<file path="config.mk">
export PLATFORM = sky130hd
export DESIGN_NAME = ibi_requester
export DESIGN_NICKNAME = d
export VERILOG_FILES = /design/src/rtl/ibi_pkg.sv /design/src/rtl/ibi_line_mon.sv /design/src/rtl/ibi_shreg.sv /design/src/rtl/ibi_requester.sv
export SDC_FILE = /design/constraint.sdc
export NUM_CORES = 1
export LEC_CHECK = 0
export BUFFER_PORTS_ARGS = -buffer_cell sky130_fd_sc_hd__buf_2
export CORE_MARGIN = 2
export CORE_UTILIZATION = 40
export DETAILED_ROUTE_END_ITERATION = 10
export GPL_TIMING_DRIVEN = 0
export SYNTH_ARGS = -nofsm -noshare
export SYNTH_HDL_FRONTEND = slang
export SYNTH_SLANG_ARGS = --single-unit
export TNS_END_PERCENT = 20
</file>
<file path="constraint.sdc">
create_clock -name clk -period 1.7 [get_ports clk]
set_input_delay 0.085 -clock clk [delete_from_list [all_inputs] [get_ports clk]]
set_output_delay 0.085 -clock clk [all_outputs]
set_load 0.02 [all_outputs]
</file>
<file path="src/rtl/ibi_pkg.sv">
package ibi_pkg;
  typedef enum logic [2:0] {
    ST_IDLE,
    ST_REQ,
    ST_ADDR,
    ST_ACK,
    ST_DATA,
    ST_TAIL
  } ibi_state_e;
endpackage

</file>
<file path="src/rtl/ibi_line_mon.sv">
module ibi_line_mon #(
  parameter int AVAIL_CYC = 16
) (
  input  logic clk,
  input  logic rst_n,
  input  logic scl_i,
  input  logic sda_i,
  output logic scl_rise,
  output logic scl_fall,
  output logic stop_seen,
  output logic bus_avail
);
  localparam int CW = $clog2(AVAIL_CYC + 1);
  localparam logic [CW-1:0] CNT_MAX = CW'(AVAIL_CYC);

  logic scl_q, sda_q;
  logic [CW-1:0] idle_q, idle_d;

  always_comb begin
    idle_d = idle_q;
    if (!(scl_i && sda_i))   idle_d = '0;
    else if (idle_q != CNT_MAX) idle_d = idle_q + 1'b1;
  end

  always_ff @(posedge clk or negedge rst_n) begin
    if (!rst_n) begin
      scl_q  <= 1'b1;
      sda_q  <= 1'b1;
      idle_q <= '0;
    end else begin
      scl_q  <= scl_i;
      sda_q  <= sda_i;
      idle_q <= idle_d;
    end
  end

  assign scl_rise  = scl_i & ~scl_q;
  assign scl_fall  = ~scl_i & scl_q;
  assign stop_seen = scl_i & scl_q & sda_i & ~sda_q;
  assign bus_avail = (idle_q == CNT_MAX);

  AST_AVAIL_LINES_HIGH: assert property (@(posedge clk) disable iff (!rst_n)
    bus_avail |-> $past(scl_i) && $past(sda_i));
endmodule

</file>
<file path="src/rtl/ibi_shreg.sv">
module ibi_shreg #(
  parameter int W  = 8,
  parameter int CW = $clog2(W + 1)
) (
  input  logic          clk,
  input  logic          rst_n,
  input  logic          load,
  input  logic [W-1:0]  load_val,
  input  logic          shift,
  output logic          msb,
  output logic [CW-1:0] cnt
);
  logic [W-1:0]  sh_q, sh_d;
  logic [CW-1:0] cnt_q, cnt_d;

  always_comb begin
    sh_d  = sh_q;
    cnt_d = cnt_q;
    if (load) begin
      sh_d  = load_val;
      cnt_d = '0;
    end else if (shift) begin
      sh_d  = {sh_q[W-2:0], 1'b0};
      cnt_d = cnt_q + 1'b1;
    end
  end

  always_ff @(posedge clk or negedge rst_n) begin
    if (!rst_n) begin
      sh_q  <= '0;
      cnt_q <= '0;
    end else begin
      sh_q  <= sh_d;
      cnt_q <= cnt_d;
    end
  end

  assign msb = sh_q[W-1];
  assign cnt = cnt_q;

  AST_CNT_BOUND: assert property (@(posedge clk) disable iff (!rst_n)
    shift |=> cnt_q <= CW'(W));
endmodule

</file>
<file path="src/rtl/ibi_requester.sv">
module ibi_requester
  import ibi_pkg::*;
#(
  parameter int ADDR_W    = 7,
  parameter int DATA_W    = 8,
  parameter int AVAIL_CYC = 16
) (
  input  logic              clk,
  input  logic              rst_n,
  input  logic              scl_i,
  input  logic              sda_i,
  input  logic [ADDR_W-1:0] dyn_addr_i,
  input  logic              irq_req_i,
  input  logic              has_payload_i,
  input  logic [DATA_W-1:0] payload_i,
  output logic              sda_od_oe,
  output logic              sda_pp_oe,
  output logic              sda_pp_val,
  output logic              done_o,
  output logic              abort_o,
  output logic              lost_o
);
  localparam int SH_W = (ADDR_W + 1 > DATA_W) ? ADDR_W + 1 : DATA_W;
  localparam int CW   = $clog2(SH_W + 1);
  localparam logic [CW-1:0] ADDR_LAST = CW'(ADDR_W);
  localparam logic [CW-1:0] DATA_LAST = CW'(DATA_W - 1);

  logic [1:0] rst_sync_q;
  logic       rst_int_n;

  always_ff @(posedge clk or negedge rst_n) begin
    if (!rst_n) rst_sync_q <= 2'b00;
    else        rst_sync_q <= {rst_sync_q[0], 1'b1};
  end
  assign rst_int_n = rst_sync_q[1];

  logic scl_rise, scl_fall, stop_seen, bus_avail;

  ibi_line_mon #(.AVAIL_CYC(AVAIL_CYC)) u_mon (
    .clk       (clk),
    .rst_n     (rst_int_n),
    .scl_i     (scl_i),
    .sda_i     (sda_i),
    .scl_rise  (scl_rise),
    .scl_fall  (scl_fall),
    .stop_seen (stop_seen),
    .bus_avail (bus_avail)
  );

  logic            sh_load, sh_shift, sh_msb;
  logic [SH_W-1:0] sh_val;
  logic [CW-1:0]   sh_cnt;

  ibi_shreg #(.W(SH_W), .CW(CW)) u_sh (
    .clk      (clk),
    .rst_n    (rst_int_n),
    .load     (sh_load),
    .load_val (sh_val),
    .shift    (sh_shift),
    .msb      (sh_msb),
    .cnt      (sh_cnt)
  );

  ibi_state_e state_q, state_d;
  logic pend_q, pend_d;
  logic od_q, od_d, ppoe_q, ppoe_d, ppval_q, ppval_d;
  logic done_q, done_d, abort_q, abort_d, lost_q, lost_d;

  always_comb begin
    state_d  = state_q;
    pend_d   = pend_q | irq_req_i;
    od_d     = od_q;
    ppoe_d   = ppoe_q;
    ppval_d  = ppval_q;
    done_d   = 1'b0;
    abort_d  = 1'b0;
    lost_d   = 1'b0;
    sh_load  = 1'b0;
    sh_shift = 1'b0;
    sh_val   = '0;
    unique case (state_q)
      ST_IDLE: begin
        if (pend_q && bus_avail) begin
          state_d = ST_REQ;
          od_d    = 1'b1;
          sh_load = 1'b1;
          sh_val[SH_W-1 -: ADDR_W+1] = {dyn_addr_i, 1'b1};
        end
      end
      ST_REQ: begin
        if (scl_fall) begin
          state_d = ST_ADDR;
          od_d    = ~sh_msb;
        end
      end
      ST_ADDR: begin
        if (stop_seen) begin
          state_d = ST_IDLE; od_d = 1'b0; abort_d = 1'b1; pend_d = 1'b0;
        end else if (scl_rise) begin
          if (sh_msb && !sda_i) begin
            state_d = ST_IDLE; od_d = 1'b0; lost_d = 1'b1; pend_d = 1'b0;
          end else begin
            sh_shift = 1'b1;
            if (sh_cnt == ADDR_LAST) state_d = ST_ACK;
          end
        end else if (scl_fall) begin
          od_d = ~sh_msb;
        end
      end
      ST_ACK: begin
        if (stop_seen) begin
          state_d = ST_IDLE; od_d = 1'b0; abort_d = 1'b1; pend_d = 1'b0;
        end else if (scl_fall) begin
          od_d = 1'b0;
        end else if (scl_rise) begin
          if (sda_i) begin
            state_d = ST_IDLE; abort_d = 1'b1; pend_d = 1'b0;
          end else if (has_payload_i) begin
            state_d = ST_DATA;
            sh_load = 1'b1;
            sh_val[SH_W-1 -: DATA_W] = payload_i;
          end else begin
            state_d = ST_IDLE; done_d = 1'b1; pend_d = 1'b0;
          end
        end
      end
      ST_DATA: begin
        if (stop_seen) begin
          state_d = ST_IDLE; ppoe_d = 1'b0; abort_d = 1'b1; pend_d = 1'b0;
        end else if (scl_fall) begin
          ppoe_d  = 1'b1;
          ppval_d = sh_msb;
        end else if (scl_rise) begin
          sh_shift = 1'b1;
          if (sh_cnt == DATA_LAST) state_d = ST_TAIL;
        end
      end
      ST_TAIL: begin
        if (stop_seen) begin
          state_d = ST_IDLE; ppoe_d = 1'b0; abort_d = 1'b1; pend_d = 1'b0;
        end else if (scl_fall) begin
          state_d = ST_IDLE; ppoe_d = 1'b0; done_d = 1'b1; pend_d = 1'b0;
        end
      end
      default: begin
        state_d = ST_IDLE; od_d = 1'b0; ppoe_d = 1'b0;
      end
    endcase
  end

  always_ff @(posedge clk or negedge rst_int_n) begin
    if (!rst_int_n) begin
      state_q <= ST_IDLE;
      pend_q  <= 1'b0;
      od_q    <= 1'b0;
      ppoe_q  <= 1'b0;
      ppval_q <= 1'b1;
      done_q  <= 1'b0;
      abort_q <= 1'b0;
      lost_q  <= 1'b0;
    end else begin
      state_q <= state_d;
      pend_q  <= pend_d;
      od_q    <= od_d;
      ppoe_q  <= ppoe_d;
      ppval_q <= ppval_d;
      done_q  <= done_d;
      abort_q <= abort_d;
      lost_q  <= lost_d;
    end
  end

  assign sda_od_oe  = od_q;
  assign sda_pp_oe  = ppoe_q;
  assign sda_pp_val = ppval_q;
  assign done_o     = done_q;
  assign abort_o    = abort_q;
  assign lost_o     = lost_q;

  AST_REQ_ON_FREE_BUS: assert property (@(posedge clk) disable iff (!rst_int_n)
    (state_q == ST_REQ && $past(state_q) == ST_IDLE) |-> $past(bus_avail));
  AST_REQ_HOLDS_LOW: assert property (@(posedge clk) disable iff (!rst_int_n)
    (state_q == ST_REQ) |-> sda_od_oe);
  AST_LOST_RELEASES: assert property (@(posedge clk) disable iff (!rst_int_n)
    lost_o |-> !sda_od_oe && !sda_pp_oe);
  AST_PP_CHANGE_SCL_LOW: assert property (@(posedge clk) disable iff (!rst_int_n)
    (sda_pp_oe && !$stable(sda_pp_val)) |-> !scl_i);
  AST_NO_DUAL_DRIVE: assert property (@(posedge clk) disable iff (!rst_int_n)
    !(sda_od_oe && sda_pp_oe));
  AST_STOP_ABORTS: assert property (@(posedge clk) disable iff (!rst_int_n)
    (stop_seen && state_q != ST_IDLE && state_q != ST_REQ) |=> abort_o);
  AST_ONE_STATUS: assert property (@(posedge clk) disable iff (!rst_int_n)
    $onehot0({done_o, abort_o, lost_o}));
endmodule

</file>
==> flow_summary.json, run 1 <==
{
  "min_path_type": "input port to flop",
  "dr.pass1.iters": 4,
  "fin_skew_ps": 7.712,
  "yosys.area.top_type": "dfrtp_1",
  "die_y_um": 70.06,
  "finalSetupTns_ps": -31.86,
  "synthTopCellsByArea": "dfrtp_1 40%, dfstp_2 4.5%, a221o_1 4.0%",
  "hold_viol_final": 0,
  "crit_family": "compound AO/OA/AOI/OAI gates",
  "grt_pass1_wl_um": 7258,
  "use_met2": 0.3058,
  "r2r_cells": 6,
  "crit_required_ps": 1870,
  "slew_headroom": 0.1913,
  "dp.cells": 246,
  "cp_slowest_stage_delay_ps": 440,
  "start_util": 0.4093,
  "fp-row-count": 24,
  "dr.first_iter.drc_count": 97,
  "nets": 242,
  "grt_max_degree": 30,
  "fin_ws_ps": -31.86,
  "p_leak_nw": 1.020,
  "via_per_inst": 5.433,
  "fmax_mhz": 577.4,
  "cp.depth": 6,
  "cts-htree-levels": 2,
  "rsz0062_at_grt": "yes",
  "cp_num_buf_inv": 1,
  "io_buffers": 26,
  "crit_slowest_cell": "dfrtp_2",
  "worst_pin_slew_ps": 1213,
  "p_per_area_nw_per_um2": 1295,
  "grt.total_usage": 0.1869,
  "synth_fp_nets": 193,
  "use_met3": 0.04618,
  "cap_viol_max_count": 0,
  "synth-edff-count": 0,
  "hpwlAfterDp_um": 2765,
  "antenna_left": 0,
  "rrSetupSlack_ps": -30,
  "p_seq_frac": 0.368,
  "power_switching_mw": 1.051,
  "antenna_found_initial": 0,
  "crit_type": "flop to flop",
  "arrival_ps": 1900,
  "routabilityCongestion": 0.8261,
  "switching_share": 0.3604,
  "cts_buffers": 5,
  "die_area_um2": 4908,
  "grt_busiest_layer": "met2",
  "synth-seq-cells": 31,
  "grt_pass1_vias": 1570,
  "dp_slack_ps": -125.7,
  "r2r_start": "state_q[1]$_DFFE_PN0P_",
  "setup_violations": 1,
  "vias": 1467,
  "finalCritPeriodShare": 1.019,
  "ys_async_sr_fraction": 1.000,
  "run_status": "finished, violations left",
  "yosysWarnings": 0,
  "critical_path.cell_chain": "buf_6, nor3b_1, a311o_1, a21oi_2, o21a_4, mux2_4",
  "area_growth_pct": 28.96,
  "cts_tree": "done",
  "violations": "setup timing",
  "die_w_um": 70.06,
  "rr_endpoint": "state_q[1]$_DFFE_PN0P_",
  "combinationalPowerShare": 0.439,
  "grt_overflow_total": 0,
  "finalWirelength_um": 4093,
  "cts_sinks": 31,
  "final_cells": 270,
  "ir_drop_mv": 0.5076,
  "syn-instance-count": 168,
  "path_max_fanout": 5,
  "syn_avg_cell_area_um2": 10.39,
  "io_pins": 27,
  "yosysSeqAreaShare": 0.4466,
  "drive_gt1_frac": 0.3807,
  "drc": 0,
  "clockRootBuffer": "clkbuf_8",
  "cp-start-kind": "flop",
  "internal_power_mw": 1.865,
  "slew_violations": 0,
  "nFillCells": 389,
  "core_region_area_um2": 4264,
  "crit_start": "state_q[1]$_DFFE_PN0P_",
  "path_clk_slew_ps": 70,
  "fin_crit_ps": 1732,
  "clkPwrFrac": 0.194,
  "cts_buffer_depth": 2,
  "wl_per_cell_um": 15.16,
  "diodes": 0,
  "crit_end": "state_q[1]$_DFFE_PN0P_",
  "synth_top_flop_cell": "dfrtp_1",
  "synth_top_area_share": 0.4014,
  "use_met1": 0.2382,
  "ys_types": 57,
  "layout_common_cells": "26 x dfrtp_1, 26 x buf_2, 15 x nor2_1, 12 x buf_4",
  "synthesis.area_um2": 1745,
  "clock_latency_ps": 290,
  "crit_path_end_kind": "flop"
}
[sequential cells by signal (all words and copies together), names as in the netlist, 2 cells and up]
register and cells:
u_sh.cnt 4, u_sh.sh_q 8, state_q 3, rst_sync_q 2, u_mon.idle_q 5
[cell usage after synthesis (all sizes together) (3+ instances only)]
cell type and count:
nand3 3, o21a 3, a22o 8, nor2b 5, o21ai 7, a31oi 4
dfrtp 28, nand2 9, dfstp 3, xnor2 5, a221o 7, inv 6
a21oi 9, nor3 4, ha 4, buf 6, nor2 17, nand2b 7
[kinds of logic after synthesis]
kind of cell | count (synthesis) | synth area share
AO/OA/AOI/OAI | 51 | 0.2358
AND/OR/NAND/NOR | 58 | 0.1936
buffers and inverters | 14 | 0.04373
XOR/XNOR | 7 | 0.03513
flip-flops | 31 | 0.4466
adder cells (fa/ha/maj) | 4 | 0.02867
multiplexers | 2 | 0.01433
other | 1 | 0.002148
[what timing repair did]
item,in CTS,in global routing
buffers inserted,10,2
endpoints found under the hold margin,4,0
gates resized for setup,11,18
gates cloned,1,0
pin swaps,5,5
hold buffers,3,0
setup endpoints to repair,11,17
[layout make-up]
type | count | area (um2) | share of cell area
multi-input combinational | 124 | 967.2 | 0.4297
sequential | 31 | 782.0 | 0.3474
timing repair buffer | 41 | 262.8 | 0.1167
clock buffer | 7 | 76.32 | 0.03391
buffer | 8 | 70.07 | 0.03113
tap | 52 | 65.06 | 0.02890
inverter | 6 | 22.52 | 0.01001
clock inverter | 1 | 5.005 | 0.002223
[metrics by stage]
| step | cell area [um2] | util | power (mW) | hold WS (ps) |
|---|---|---|---|---|
| after floorplan | 1745 | - | 1.836 | -210.6 |
| after global placement | 1941 | 0.4551 | 2.046 | -130.1 |
| after detailed placement | 1941 | 0.4551 | 2.080 | -128.4 |
| after CTS | 2193 | 0.5144 | 2.846 | 25.98 |
| after global routing | 2251 | 0.5279 | 3.119 | 54.38 |
| final | 2251 | 0.5279 | 2.916 | 26.03 |
[worst reg2reg max path, cell delays in order, from the launching register on]
cell and delay [ps]:
dfrtp_2 440, buf_6 130, nor3b_1 130, a311o_1 290, a21oi_2 170, o21a_4 170
mux2_4 290
[per-layer routing]
| layer | up-vias | wire [um] |
|---|---|---|
| met5 | - | 0 |
| met4 | 0 | 73 |
| met3 | 10 | 168 |
| met2 | 34 | 1968 |
| met1 | 707 | 1881 |
| li1 | 716 | - |
[how the worst min path moves through the flow]
stage            startpoint                       end  slack [ps]  depth (start not counted)
6_report       payload_i[0]  u_sh.sh_q[0]$_DFFE_PN0P_          30                          3
2_1_floorplan         rst_n   rst_sync_q[0]$_DFF_PN0_        -210                          0
3_5_place_dp          rst_n   rst_sync_q[0]$_DFF_PN0_        -130                          1
4_1_cts        payload_i[0]  u_sh.sh_q[0]$_DFFE_PN0P_          30                          3
3_3_place_gp          rst_n   rst_sync_q[1]$_DFF_PN0_        -130                          1
5_1_grt        payload_i[0]  u_sh.sh_q[0]$_DFFE_PN0P_          50                          3
[power by group through the flow]
stage / Combinational (mW) / Sequential [mW] / Clock, mW
after global routing: 1.40 / 1.10 / 0.619
after CTS: 1.20 / 1.06 / 0.586
after global placement: 0.984 / 1.06 / 0
after detailed placement: 1.01 / 1.07 / 0
final: 1.28 / 1.07 / 0.565
after floorplan: 0.783 / 1.05 / 0
No activity file was read; power rests on OpenSTA's default activity.
==> run 2: changes to the inputs <==
--- a/config.mk
+++ b/config.mk
@@ -5,6 +5,7 @@
 export SDC_FILE = /design/constraint.sdc
 export NUM_CORES = 1
 export LEC_CHECK = 0
+export ABC_AREA = 1
 export BUFFER_PORTS_ARGS = -buffer_cell sky130_fd_sc_hd__buf_2
 export CORE_MARGIN = 2
 export CORE_UTILIZATION = 40
==> run 2 against run 1 <==
Net effect:
- the flow now finishes without violations
- non-clock buffer count down 19
- register-to-register slack gained 180 ps
- combinational power decreased by 14%
- largest cell class unchanged
- clock skew is essentially flat
- die area rose by 1.5%
- final cell count up 21%
==> flow_summary.json, run 2 <==
{
  "diodes": 0,
  "synth_top_area_share": 0.3952,
  "drive_gt1_frac": 0.2327,
  "final_cells": 327,
  "yosysWarnings": 0,
  "clockRootBuffer": "clkbuf_8",
  "largest_reg_flops": 8,
  "synth-seq-cells": 31,
  "worst_pin_slew_ps": 1199,
  "fin_crit_ps": 1556,
  "yosys.area.top_type": "dfrtp_1",
  "drc": 0,
  "synth-edff-count": 0,
  "crit_end": "state_q[2]$_DFFE_PN0P_",
  "cap_viol_max_count": 0,
  "rrSetupSlack_ps": 140,
  "slew_headroom": 0.2004,
  "cts_tree": "done",
  "synth_top_flop_cell": "dfrtp_1",
  "grt_max_degree": 30,
  "finalCritPeriodShare": 0.9154,
  "hp-start": "payload_i[0]",
  "cts_buffers": 5,
  "arrival_ps": 1730,
  "grt_pass1_wl_um": 6513,
  "nets": 299,
  "regMostFlops": "u_sh.sh_q",
  "cts_sinks": 31,
  "synth_commonest_cells": "79 x nand2_1, 30 x nor2_1, 28 x dfrtp_1, 27 x inv_1",
  "start_util": 0.4100,
  "synthTopCellsByArea": "dfrtp_1 40%, nand2_1 17%, nor2_1 6.4%",
  "grt_pass1_vias": 1437,
  "path_max_fanout": 10,
  "dp.cells": 315,
  "die_area_um2": 4981,
  "min_path_type": "input port to flop",
  "synth_fp_nets": 262,
  "fp-row-count": 24,
  "slew_violations": 0,
  "crit_required_ps": 1880,
  "die_y_um": 70.58,
  "r2r_start": "u_mon.scl_q$_DFF_PN1_",
  "cts_buffer_depth": 2,
  "grt_overflow_total": 0,
  "finalInstanceArea_um2": 2127,
  "cp-start-kind": "flop",
  "fin_skew_ps": 7.547,
  "p_leak_nw": 1.193,
  "post_dp_cell_area_um2": 1968,
  "run_status": "completed",
  "die_w_um": 70.58,
  "syn_avg_cell_area_um2": 7.481,
  "vias": 1512,
  "crit_path_end_kind": "flop",
  "finalWirelength_um": 3567,
  "dr.first_iter.drc_count": 125,
  "yosysSeqAreaShare": 0.4397,
  "syn-instance-count": 237,
  "core_region_area_um2": 4324,
  "layout_commonest_cell": "nand2_1",
  "dr.pass1.iters": 4,
  "r2r_cells": 9,
  "via_per_inst": 4.624,
  "area_growth_pct": 19.97,
  "setup_violations": 0,
  "timing.hold.ws_ps": 24.44,
  "synth.most_common_cell": "nand2_1",
  "clock_latency_ps": 290,
  "ys_async_sr_fraction": 1.000,
  "hold_viol_final": 0,
  "p_per_area_nw_per_um2": 1322,
  "layout_common_cells": "78 x nand2_1, 30 x nor2_1, 28 x dfrtp_1, 26 x inv_1, 26 x buf_2",
  "cts-htree-levels": 2,
  "ir_drop_mv": 0.5221,
  "grt.total_usage": 0.1656,
  "ys_types": 28,
  "hpwlAfterDp_um": 2562,
  "antenna_left": 0,
  "fmax_mhz": 642.6,
  "crit_type": "flop to flop",
  "io_pins": 27,
  "rr_endpoint": "state_q[2]$_DFFE_PN0P_",
  "wl_per_cell_um": 10.91,
  "path_clk_slew_ps": 70,
  "io_buffers": 26,
  "p_total_mw": 2.812,
  "synthesis.area_um2": 1773,
  "crit_start": "u_mon.scl_q$_DFF_PN1_",
  "antenna_found_initial": 0,
  "routabilityCongestion": 0.8911
}
-- run 2: cell types whose count changed after synthesis, moves of 5 or more --
| cell | previous run | this run |
|---|---|---|
| inv_2 | 0 | 5 |
| nand3_1 | 3 | 10 |
| a221o_1 | 7 | 0 |
| xnor2_1 | 5 | 0 |
| nand2_1 | 8 | 79 |
| nand2b_1 | 6 | 0 |
| nor2_1 | 16 | 30 |
| a22o_1 | 8 | 0 |
| inv_1 | 6 | 27 |
-- run 2: how the worst min path moves through the flow --
stage	depth (start not counted)	slack, ps	end
final	3	20	u_sh.sh_q[0]$_DFFE_PN0P_
after global routing	2	40	done_o$_DFF_PN0_
after CTS	3	20	u_sh.sh_q[0]$_DFFE_PN0P_
after detailed placement	1	-130	rst_sync_q[1]$_DFF_PN0_
after global placement	1	-130	rst_sync_q[0]$_DFF_PN0_
after floorplan	0	-210	rst_sync_q[0]$_DFF_PN0_
-- run 2: layer usage --
layer / vias to the layer above / part of all wire / track usage
met1: 659 / 0.50 / 0.2311
met3: 5 / 0.044 / 0.04558
li1: 816 / - / -
met2: 32 / 0.44 / 0.2463
met4: 0 / 0.017 / 0.06499
met5: - / 0 / 0
-- run 2: cell type report --
cell class	instances	area, um2
Inverter	32	120.1
Sequential cell	31	779.5
Timing Repair Buffer	30	180.2
Tap cell	52	65.06
Fill cell	447	2197
Clock buffer	7	86.33
Multi-Input combinational cell	174	890.9
Clock inverter	1	5.005
-- run 2: worst max-delay path, stage by stage (launching register included) --
cell	delay [ps]
dfstp_2	530
inv_1	60
nor2_1	170
nand2_4	130
nand3_1	110
nand2_1	70
nor2_2	150
nand3_1	110
nand2_1	70
nand2_1	50
-- run 2: metrics by stage --
step                      setup WS, ps  TNS (ps)  utilization
after global routing            -22.88    -26.23       0.4919
after global placement           13.95         0       0.4552
final                            143.8         0       0.4919
after detailed placement         2.450         0       0.4552
after floorplan                  253.2         0            -
after CTS                        69.05         0       0.4878
-- run 2: report_power, final --
group | switching (mW) | internal [mW] | total [mW] | leakage [nW]
sequential | 0.160 | 0.947 | 1.11 | 0.398
combinational | 0.702 | 0.402 | 1.10 | 0.746
clock | 0.274 | 0.326 | 0.600 | 0.0482
-- run 2: cell families after synthesis --
kind of cell / share of synthesized area
AOI/OAI and AO/OA: 0.08257
other: 0.002115
buffers and inverters: 0.06775
DFF: 0.4397
and+or+nand+nor: 0.3733
muxes: 0.006351
adders and majority gates: 0.02823
-- run 2: timing repair --
item | CTS | global route
setup endpoints to repair | 8 | 10
hold endpoints to repair | 4 | 0
gates cloned | 0 | 0
pin swaps | 1 | 0
hold buffers | 3 | 0
resized for setup | 0 | 5
setup buffers | 1 | 0
==> run 3: changes to the inputs <==
--- a/config.mk
+++ b/config.mk
@@ -13,5 +13,6 @@
 export GPL_TIMING_DRIVEN = 0
 export SYNTH_ARGS = -nofsm -noshare
 export SYNTH_HDL_FRONTEND = slang
+export SYNTH_HIERARCHICAL = 1
 export SYNTH_SLANG_ARGS = --single-unit
 export TNS_END_PERCENT = 20
==> constraint.sdc (replaced) <==
create_clock -name clk -period 2 [get_ports clk]
set_input_delay 0.1 -clock clk [delete_from_list [all_inputs] [get_ports clk]]
set_output_delay 0.1 -clock clk [all_outputs]
set_load 0.02 [all_outputs]
==> run 3 against run 2 <==
Net effect:
- clock skew is 2.1 ps lower
- global-route usage up 0.056 points
- critical path depth unchanged
- largest power group unchanged
- critical endpoint is now u_sh/sh_q[6]$_DFFE_PN0P_
- sequential share of layout area fell by 2.0 points
- fmax decreased by 18%
- wire length is 7.9% higher
- register-to-register slack got worse by 40 ps
- first-iteration DRC count decreased by 38%
- synthesized cell count is 1.3% higher
- total power shrank 58%
- clock power decreased by 21%
- hold slack gained 81 ps
- critical path type unchanged
==> flow_summary.json, run 3 <==
{
  "run_status": "completed",
  "clockRootBuffer": "clkbuf_8",
  "largest_reg_flops": 8,
  "fmax_mhz": 526.4,
  "fin_crit_ps": 1900,
  "path_max_fanout": 8,
  "critical_path.cell_chain": "nor2_1, nand2_2, nor2_1, nand3_4, o21ai_4, nor2_4, buf_6, a22oi_1, nand2_1",
  "muxShareOfSynthArea": 0,
  "ir_drop_mv": 0.2850,
  "crit_slowest_cell": "dfstp_2",
  "synth_top_area_share": 0.3794,
  "drc": 0,
  "area_growth_pct": 21.95,
  "yosysSeqAreaShare": 0.4221,
  "diodes": 0,
  "grt_pass1_vias": 1608,
  "vias": 1602,
  "grt_overflow_total": 0,
  "p_per_area_nw_per_um2": 528.8,
  "cts_sinks": 31,
  "fin_ws_ps": 100.2,
  "cts_buffer_depth": 2,
  "synth_xor_area_frac": 0.004743,
  "min_path_type": "input port to flop",
  "crit_required_ps": 2160,
  "io_buffers": 26,
  "yosys.area.top_type": "dfrtp_1",
  "p_leak_nw": 1.135,
  "finalCritPeriodShare": 0.9499,
  "synthTopCellsByArea": "dfrtp_1 38%, nand2_1 14%, inv_1 6.3%",
  "synth.most_common_cell": "nand2_1",
  "wl_per_cell_um": 11.52,
  "synth-compound-area-share": 0.1009,
  "finalWirelength_um": 3849,
  "rsz0062_at_grt": "yes",
  "nets": 306,
  "dr.pass1.iters": 4,
  "regMostFlops": "u_sh/sh_q",
  "internal_power_mw": 0.9063,
  "layout_common_cells": "70 x nand2_1, 30 x inv_1, 27 x dfrtp_1, 26 x buf_2, 19 x nand3_1",
  "die_w_um": 71.95,
  "cts-htree-levels": 2,
  "combinationalPowerShare": 0.054,
  "cts_buffers": 5,
  "hold_viol_final": 0,
  "synth-seq-cells": 31,
  "ys_async_sr_fraction": 1.000,
  "io_pins": 27,
  "cp_slowest_stage_delay_ps": 370,
  "syn-instance-count": 240,
  "core_region_area_um2": 4414,
  "cp-start-kind": "flop",
  "crit_path_end_kind": "flop",
  "synth-edff-count": 0,
  "fin_skew_ps": 5.450,
  "synthesis.area_um2": 1847,
  "worst_pin_slew_ps": 654.2,
  "synth_fp_nets": 265,
  "switching_share": 0.2390,
  "clkPwrFrac": 0.400,
  "via_per_inst": 4.796,
  "slew_headroom": 0.5639,
  "grt_pass1_wl_um": 6837,
  "arrival_ps": 2060,
  "hpwlAfterDp_um": 2783,
  "synth_commonest_cells": "71 x nand2_1, 31 x inv_1, 28 x dfrtp_1, 20 x nand3_1",
  "synth_top_family_by_area": "simple AND/OR/NAND/NOR gates",
  "power_switching_mw": 0.2847,
  "antenna_left": 0,
  "finalSetupTns_ps": 0,
  "synth_fa_ha_area_frac": 0.02710,
  "clock_latency_ps": 280,
  "drive_gt1_frac": 0.2908,
  "layout_commonest_cell": "nand2_1",
  "dp.cells": 318,
  "cap_viol_max_count": 0,
  "synth_top_flop_cell": "dfrtp_1",
  "cts_tree": "done",
  "yosysWarnings": 6,
  "dr.first_iter.drc_count": 77,
  "grt.total_usage": 0.1662,
  "setup_violations": 0,
  "ys_types": 35,
  "start_util": 0.4184,
  "path_clk_slew_ps": 70,
  "slew_violations": 0,
  "dp_slack_ps": -314.6,
  "syn_avg_cell_area_um2": 7.695,
  "p_seq_frac": 0.547,
  "antenna_found_initial": 0,
  "timing.hold.ws_ps": 105.0,
  "path_common_cell": "nor2_1",
  "final_cells": 334,
  "crit_type": "flop to flop",
  "die_y_um": 71.95,
  "fp-row-count": 24,
  "die_area_um2": 5176,
  "routabilityCongestion": 0.8651,
  "grt_max_degree": 30,
  "synth_simple_gate_area_share": 0.3476
}
## run 3: cell types whose count changed in the layout (fill, tap and decap cells not counted), moves of 3 or more
| cell | change |
|---|---|
| inv_1 | +4 |
| nor2_4 | -3 |
| nor2_1 | -17 |
| nand3_1 | +10 |
| nand2_1 | -8 |
| o21ai_0 | +7 |
| a21oi_1 | -8 |
| nor2_2 | +8 |
| buf_4 | +4 |
| nand2_2 | +3 |
| buf_6 | +4 |
| o21ai_1 | -3 |
## run 3: power by group through the flow
stage	Sequential, mW	Clock (mW)	Combinational (mW)
after floorplan	0.658	0	0.0263
after global placement	0.662	0	0.0525
after detailed placement	0.663	0	0.0531
after CTS	0.652	0.499	0.0604
after global routing	0.655	0.516	0.0719
final	0.651	0.476	0.0638
## run 3: kinds of logic after synthesis
group / Yosys count
flip-flops: 31
other: 1
AO/OA/AOI/OAI: 29
buffers and inverters: 39
adder cells (fa/ha/maj): 4
XOR/XNOR: 1
AND/OR/NAND/NOR: 135
## run 3: stage by stage
stage	util	area (um2)	power, mW
5_1_grt	0.5102	2252	1.242
4_1_cts	0.4983	2200	1.211
2_1_floorplan	-	1847	0.6846
3_5_place_dp	0.4626	2042	0.7161
3_3_place_gp	0.4626	2042	0.7149
6_report	0.5102	2252	1.191
## run 3: routing by layer
metal | global-route usage | vias to the layer above | share of wire
met5 | 0 | - | 0
met4 | 0.06918 | 0 | 0.016
met3 | 0.03194 | 6 | 0.049
met2 | 0.2737 | 39 | 0.45
met1 | 0.2152 | 713 | 0.48
li1 | - | 844 | -
## run 3: layout make-up
class                   instances  area (um2)
fillers                       436        2162
flip-flops and latches         31       780.7
plain buffers                   3       33.78
multi-input cells             170       943.4
well taps                      52       65.06
repair buffers                 34       201.4
clock buffers                   6       72.57
clock inverters                 2       12.51
inverters                      36       142.6
## run 3: critical path: cells and delay by family, from the launching register on
family	cells	cell delay, ps
AOI/OAI and AO/OA	2	260
DFF	1	370
buffers and inverters	1	130
and+or+nand+nor	6	1020
## run 3: timing repair
item / 4_1_cts / 5_1_grt
gates resized for setup: 4 / 8
hold buffers: 3 / 0
endpoints found under the hold margin: 4 / 0
setup buffers: 3 / 2
endpoints found under the setup margin: 12 / 11
pin swaps: 1 / 3
## run 3: final timing paths
kind | start | end | slack (ps) | cells past startpoint
worst max-delay path | u_mon/scl_q$_DFF_PN1_ | u_sh/sh_q[6]$_DFFE_PN0P_ | 100 | 9
min in group asynchronous | rst_n | rst_sync_q[0]$_DFF_PN0_ | 120 | 2
worst min register to register | rst_sync_q[1]$_DFF_PN0_ | u_mon/idle_q[2]$_DFFE_PN0P_ | 300 | 0
worst min-delay path | irq_req_i | pend_q$_DFF_PN0_ | 100 | 3
worst max register to register | u_mon/scl_q$_DFF_PN1_ | u_sh/sh_q[6]$_DFFE_PN0P_ | 100 | 9
max in group asynchronous | rst_sync_q[1]$_DFF_PN0_ | sda_od_oe$_DFFE_PN0P_ | 1270 | 0
